`config.mk`:
```
export PLATFORM = sky130hd
export DESIGN_NAME = vxi_unit
export DESIGN_NICKNAME = d
export VERILOG_FILES = /design/src/rtl/vxi_pkg.sv /design/src/rtl/vxi_decode.sv /design/src/rtl/vxi_lane_merge.sv /design/src/rtl/vxi_unit.sv
export SDC_FILE = /design/constraint.sdc
export NUM_CORES = 2
export LEC_CHECK = 0
export ABC_CLOCK_PERIOD_IN_PS = 8800
export BUFFER_PORTS_ARGS = -buffer_cell sky130_fd_sc_hd__clkbuf_2
export CAP_MARGIN = 20
export CORE_AREA = 2 2 314 316
export DETAILED_ROUTE_END_ITERATION = 10
export DIE_AREA = 0 0 316 318
export PLACE_DENSITY = 0.53
export SETUP_SLACK_MARGIN = 0.3
export SLEW_MARGIN = 20
export SYNTH_ARGS = -nofsm -noshare
export SYNTH_HDL_FRONTEND = slang
export SYNTH_SLANG_ARGS = --single-unit
```
`constraint.sdc`:
```
create_clock -name clk -period 8.8 [get_ports clk]
set_input_delay 2.64 -clock clk [delete_from_list [all_inputs] [get_ports clk]]
set_output_delay 2.64 -clock clk [all_outputs]
set_load 0.05 [all_outputs]
```
`src/rtl/vxi_pkg.sv`:
```
`timescale 1ns/1ps
package vxi_pkg;
  typedef enum logic [1:0] {ESZ_B = 2'd0, ESZ_H = 2'd1, ESZ_W = 2'd2, ESZ_D = 2'd3} esz_e;

  localparam int OP_W = 14;
  localparam logic [OP_W-3:0] NARROW_BASE = 12'h738;  // 0x1ce0 >> 2
  localparam logic [OP_W-3:0] WIDE_BASE   = 12'h778;  // 0x1de0 >> 2

  typedef struct packed {
    logic       legal;
    logic       wide;
    esz_e       esz;
    logic [3:0] dbyte;  // byte offset of destination element in a lane
    logic [3:0] sbyte;  // byte offset of source element in a lane
  } vxi_dec_t;
endpackage

```
`src/rtl/vxi_decode.sv`:
```
`timescale 1ns/1ps
module vxi_decode
  import vxi_pkg::*;
(
  input  logic [31:0] instr,
  output vxi_dec_t    dec
);
  logic [OP_W-1:0] op;
  logic [7:0]      imm;
  logic [3:0]      idx_mask;
  logic [3:0]      d_idx;
  logic [3:0]      s_idx;
  logic            unused_regs;

  assign op          = instr[31:18];
  assign imm         = instr[17:10];
  assign unused_regs = ^instr[9:0];

  always_comb begin
    dec.legal = (op[OP_W-1:2] == NARROW_BASE) || (op[OP_W-1:2] == WIDE_BASE);
    dec.wide  = (op[OP_W-1:2] == WIDE_BASE);
    dec.esz   = esz_e'(2'd3 - op[1:0]);
    idx_mask  = 4'hF >> dec.esz;
    d_idx     = imm[7:4] & idx_mask;
    s_idx     = imm[3:0] & idx_mask;
    dec.dbyte = d_idx << dec.esz;
    dec.sbyte = s_idx << dec.esz;
  end
endmodule

```
`src/rtl/vxi_lane_merge.sv`:
```
`timescale 1ns/1ps
module vxi_lane_merge
  import vxi_pkg::*;
#(
  parameter int LANE_BYTES = 16
) (
  input  logic                    clk,
  input  logic                    rst,
  input  esz_e                    esz,
  input  logic [$clog2(LANE_BYTES)-1:0] dbyte,
  input  logic [$clog2(LANE_BYTES)-1:0] sbyte,
  input  logic [LANE_BYTES*8-1:0] src_lane,
  input  logic [LANE_BYTES*8-1:0] old_lane,
  output logic [LANE_BYTES*8-1:0] out_lane
);
  localparam int IW = $clog2(LANE_BYTES);

  logic [IW-1:0]         emask;
  logic [LANE_BYTES-1:0] hit;

  always_comb emask = IW'((32'd1 << esz) - 32'd1);

  for (genvar k = 0; k < LANE_BYTES; k++) begin : g_byte
    localparam logic [IW-1:0] KI = IW'(k);
    logic [IW-1:0] sidx;
    always_comb begin
      hit[k]  = ((KI & ~emask) == dbyte);
      sidx    = sbyte | (KI & emask);
      out_lane[k*8 +: 8] = hit[k] ? src_lane[sidx*8 +: 8] : old_lane[k*8 +: 8];
    end
  end

  AST_ONE_ELEMENT: assert property (@(posedge clk) disable iff (rst)
    $countones(hit) == (32'd1 << esz));
endmodule

```
`src/rtl/vxi_unit.sv`:
```
`timescale 1ns/1ps
module vxi_unit
  import vxi_pkg::*;
#(
  parameter int LANE_BYTES = 16,
  parameter int NUM_LANES  = 2
) (
  input  logic         clk,
  input  logic         rst,
  input  logic         in_valid,
  input  logic [31:0]  in_instr,
  input  logic [255:0] in_src,
  input  logic [255:0] in_dst_old,
  output logic [255:0] out_result,
  output logic         out_valid,
  output logic         out_illegal
);
  localparam int LW = LANE_BYTES * 8;
  localparam int VW = LW * NUM_LANES;

  vxi_dec_t        dec;
  logic [VW-1:0]   merged;

  vxi_decode u_dec (.instr(in_instr), .dec(dec));

  for (genvar l = 0; l < NUM_LANES; l++) begin : g_lane
    logic [LW-1:0] lane_out;
    vxi_lane_merge #(.LANE_BYTES(LANE_BYTES)) u_merge (
      .clk      (clk),
      .rst      (rst),
      .esz      (dec.esz),
      .dbyte    (dec.dbyte[$clog2(LANE_BYTES)-1:0]),
      .sbyte    (dec.sbyte[$clog2(LANE_BYTES)-1:0]),
      .src_lane (in_src[l*LW +: LW]),
      .old_lane (in_dst_old[l*LW +: LW]),
      .out_lane (lane_out)
    );
    if (l == 0) begin : g_base
      assign merged[l*LW +: LW] = lane_out;
    end else begin : g_upper
      assign merged[l*LW +: LW] = dec.wide ? lane_out : '0;
    end
  end

  always_ff @(posedge clk) begin
    if (rst) begin
      out_result  <= '0;
      out_valid   <= 1'b0;
      out_illegal <= 1'b0;
    end else begin
      out_valid   <= in_valid && dec.legal;
      out_illegal <= in_valid && !dec.legal;
      if (in_valid && dec.legal) out_result <= merged;
    end
  end

  AST_FLAGS_EXCLUSIVE: assert property (@(posedge clk) disable iff (rst)
    !(out_valid && out_illegal));
  AST_VALID_LATENCY: assert property (@(posedge clk) disable iff (rst)
    (in_valid && dec.legal) |=> out_valid);
  AST_IDLE_QUIET: assert property (@(posedge clk) disable iff (rst)
    !in_valid |=> (!out_valid && !out_illegal && $stable(out_result)));
  AST_ILLEGAL_HOLD: assert property (@(posedge clk) disable iff (rst)
    (in_valid && !dec.legal) |=> (out_illegal && $stable(out_result)));
  AST_NARROW_UPPER_ZERO: assert property (@(posedge clk) disable iff (rst)
    (in_valid && dec.legal && !dec.wide) |=> (out_result[255:128] == '0));
endmodule

```
==> reports/results.txt <==
Sum Neg Setup Slack: 0 ns
First-pass GRT wire length: 227200 um
Sequential share of power: 29.4%
Leakage: 13.38 nW
H-Tree Depth: 1
EDFF count, synth: 0
#FFs+latches synth: 258
Mean number of vias per cell: 6.353
Initial antenna violation count: 69
Worst EP required: 9.30 ns
Post-CTS Hold Fix Bufs: 0
Worst Setup SP: in_instr[19]
Cell internal pwr: 2.315 mW
Vias in the first global route: 29980
Max Fanout on Critical Path: 54
Slew @ Worst Pin: 1.293 ns
P&R area growth vs syn: 22.75%
Synth Net Count: 4006
Commonest cells post-synth: 322 x mux2i_1, 283 x clkbuf_1, 283 x nor2_1, 269 x o21ai_0, 258 x dfxtp_1
Cells after Synth: 3459
Num ports: 805
Routed len/inst: 30.80 um
Fin. Hold Viols: 0
Inst Count DP: 5231
Hold path start: out_result[191]$_SDFFE_PP0P_
Syn Std Cell Area: 0.02573 mm2
Sw power: 1.653 mW
CP Data Arrival Time: 6.90 ns
Synth top area share: 20.07%
Unrepaired setup endpoints after global routing: false
Combinational power share: 41.2%
Wirelength, routed: 163700 um
Reg-to-Reg Start: out_result[111]$_SDFFE_PP0P_
Main synth FF type: dfxtp_1
Synth cell types: 73
Drt pass-1 iters: 7
Crit path time final: 6.399 ns
Postcts setup bufs: 0
Total CTS buffers: 27
Fin crit share: 72.71%
Worst setup SP type: input port
Post-DP Area: 0.03061 mm2
Peak Freq: 0.1563 GHz
CTS Root Cell: clkbuf_16
Starting DRT DRC Count: 5226
Peak VDD IR: 0.1333 mV
FP Rows: 115
Clock power share: 29.3%
Sequential fraction of the synthesis area: 20.07%
Min-Delay Path Class: register to register
Cell area after layout: 0.03159 mm2
Post-Syn Area per Cell: 7.440 um2
Vias: 33760
Critical path type: input port to register
Asr flop ratio synth: 0%
Power per Cell Area: 125.6 mW/mm2
Die extent in x: 316 um
Final Max Slew Viols: 0
Slew headroom: 13.52%
Min Hold Slack: 0.4703 ns
Dpl hpwl: 123700 um
Post-Layout Cell Count: 5314
Initial Util: 26.42%
Full die area: 0.1005 mm2
Layout cells sized above 1: 25.27%
Switching portion of total power: 41.66%
# nets final: 4522
Top cells by area, synth: dfxtp_1 20%, mux2i_1 13%, o21ai_0 5.2%
Post-CTS Resized: 0
Setup Skew: 0 ns
DRC: 0
CTS tree: done
Final setup viols: 0
Placer's final routability congestion estimate: 0.9780
Largest area contributor in the netlist: dfxtp_1
PortBufs: 794
MaxCap Viol Count: 0
Most common cell in the synthesized netlist: mux2i_1
Die height: 318 um
Worst skew pair latency: 0.56 ns
Clock slew at reported path FFs: 0.06 ns
Total GRT Usage: 30.59%
Status: completed
Element type at the critical path end: register
Clock tree buffer depth: 3
Post-DRT Antenna Nets: 0
Largest net degree at the start of global routing: 110
CTS sink count: 258
Ys Warns: 0
Final-layout fill cell count: 10610
Core ar.: 0.09741 mm2
Overflow after GRT: 0
## routing by layer
layer | track usage, % | vias up | wire length, um
met2 | 45.94 | 2133 | 70740
met3 | 10.54 | 347 | 20420
li1 | - | 14800 | -
met4 | 9.963 | 62 | 5985
met1 | 40.59 | 16410 | 66160
met5 | 0 | - | 373
## logic make-up (layout without fill, tap and decap cells)
family | count (synthesis) | after routing | share of synthesized area, %
other cells | 0 | 34 | 0
flops | 258 | 258 | 20.07
buf+inv | 518 | 1052 | 8.314
mux | 345 | 345 | 13.88
simple gates | 915 | 915 | 18.66
compound gates | 1423 | 1423 | 39.08
## power groups by stage
stage	clock network (mW)	logic [mW]	registers, mW
finish	1.16	1.64	1.17
global route	1.22	1.70	1.17
CTS	1.18	1.57	1.17
detailed placement	0	1.57	1.19
global placement	0	1.56	1.19
floorplan	0	0.799	1.20
## sequential cells by signal, summed over array words and instances, names as in the netlist
name         count
out_result     256
out_illegal      1
out_valid        1
## worst paths after layout
check	endpoint	slack, ns	cells after the start
setup / recovery	out_result[94]$_SDFFE_PP0P_	2.40	6
hold / removal	out_result[191]$_SDFFE_PP0P_	0.47	2
setup reg to reg	out_result[111]$_SDFFE_PP0P_	7.98	2
hold reg to reg	out_result[191]$_SDFFE_PP0P_	0.47	2
## area by class of cell
cell class                 instances  area (um2)  share of cell area, %
clock buffer                      38       787.0                  2.491
tap                             1287        1610                  5.098
multi-input combinational       2683       18640                  59.02
inverter                         113       430.4                  1.363
sequential                       258        5165                  16.35
clock inverter                     9       85.08                 0.2693
antenna                           34       85.08                 0.2693
timing repair buffer             892        4782                  15.14
## per-stage QoR
stage | util [%] | power, mW | setup WS (ns)
2_1_floorplan | - | 1.995 | 4.132
3_3_place_gp | 31.41 | 2.753 | 2.023
3_5_place_dp | 31.42 | 2.762 | 2.020
4_1_cts | 32.32 | 3.917 | 2.589
5_1_grt | 32.42 | 4.090 | 2.358
6_report | 32.43 | 3.969 | 2.401
## cell usage in the layout (no fill, tap or decap), types with 113 or more instances in the layout
cell | synthesis | final
mux2i_1 | 322 | 320
dfxtp_1 | 258 | 258
a32oi_1 | 153 | 152
clkbuf_2 | 0 | 790
o21ai_0 | 269 | 265
o221ai_1 | 113 | 113
nor2_1 | 283 | 281
o22ai_1 | 125 | 125
a31oi_1 | 189 | 187
nand2_1 | 189 | 186
## worst max-delay path, stage by stage
cell and delay [ns]:
clkbuf_8 0.33, mux2i_1 0.90, mux2_2 0.83, nand2_1 0.73, o221ai_1 1.17, a21o_1 0.23
No activity file was read; power rests on OpenSTA's default activity.
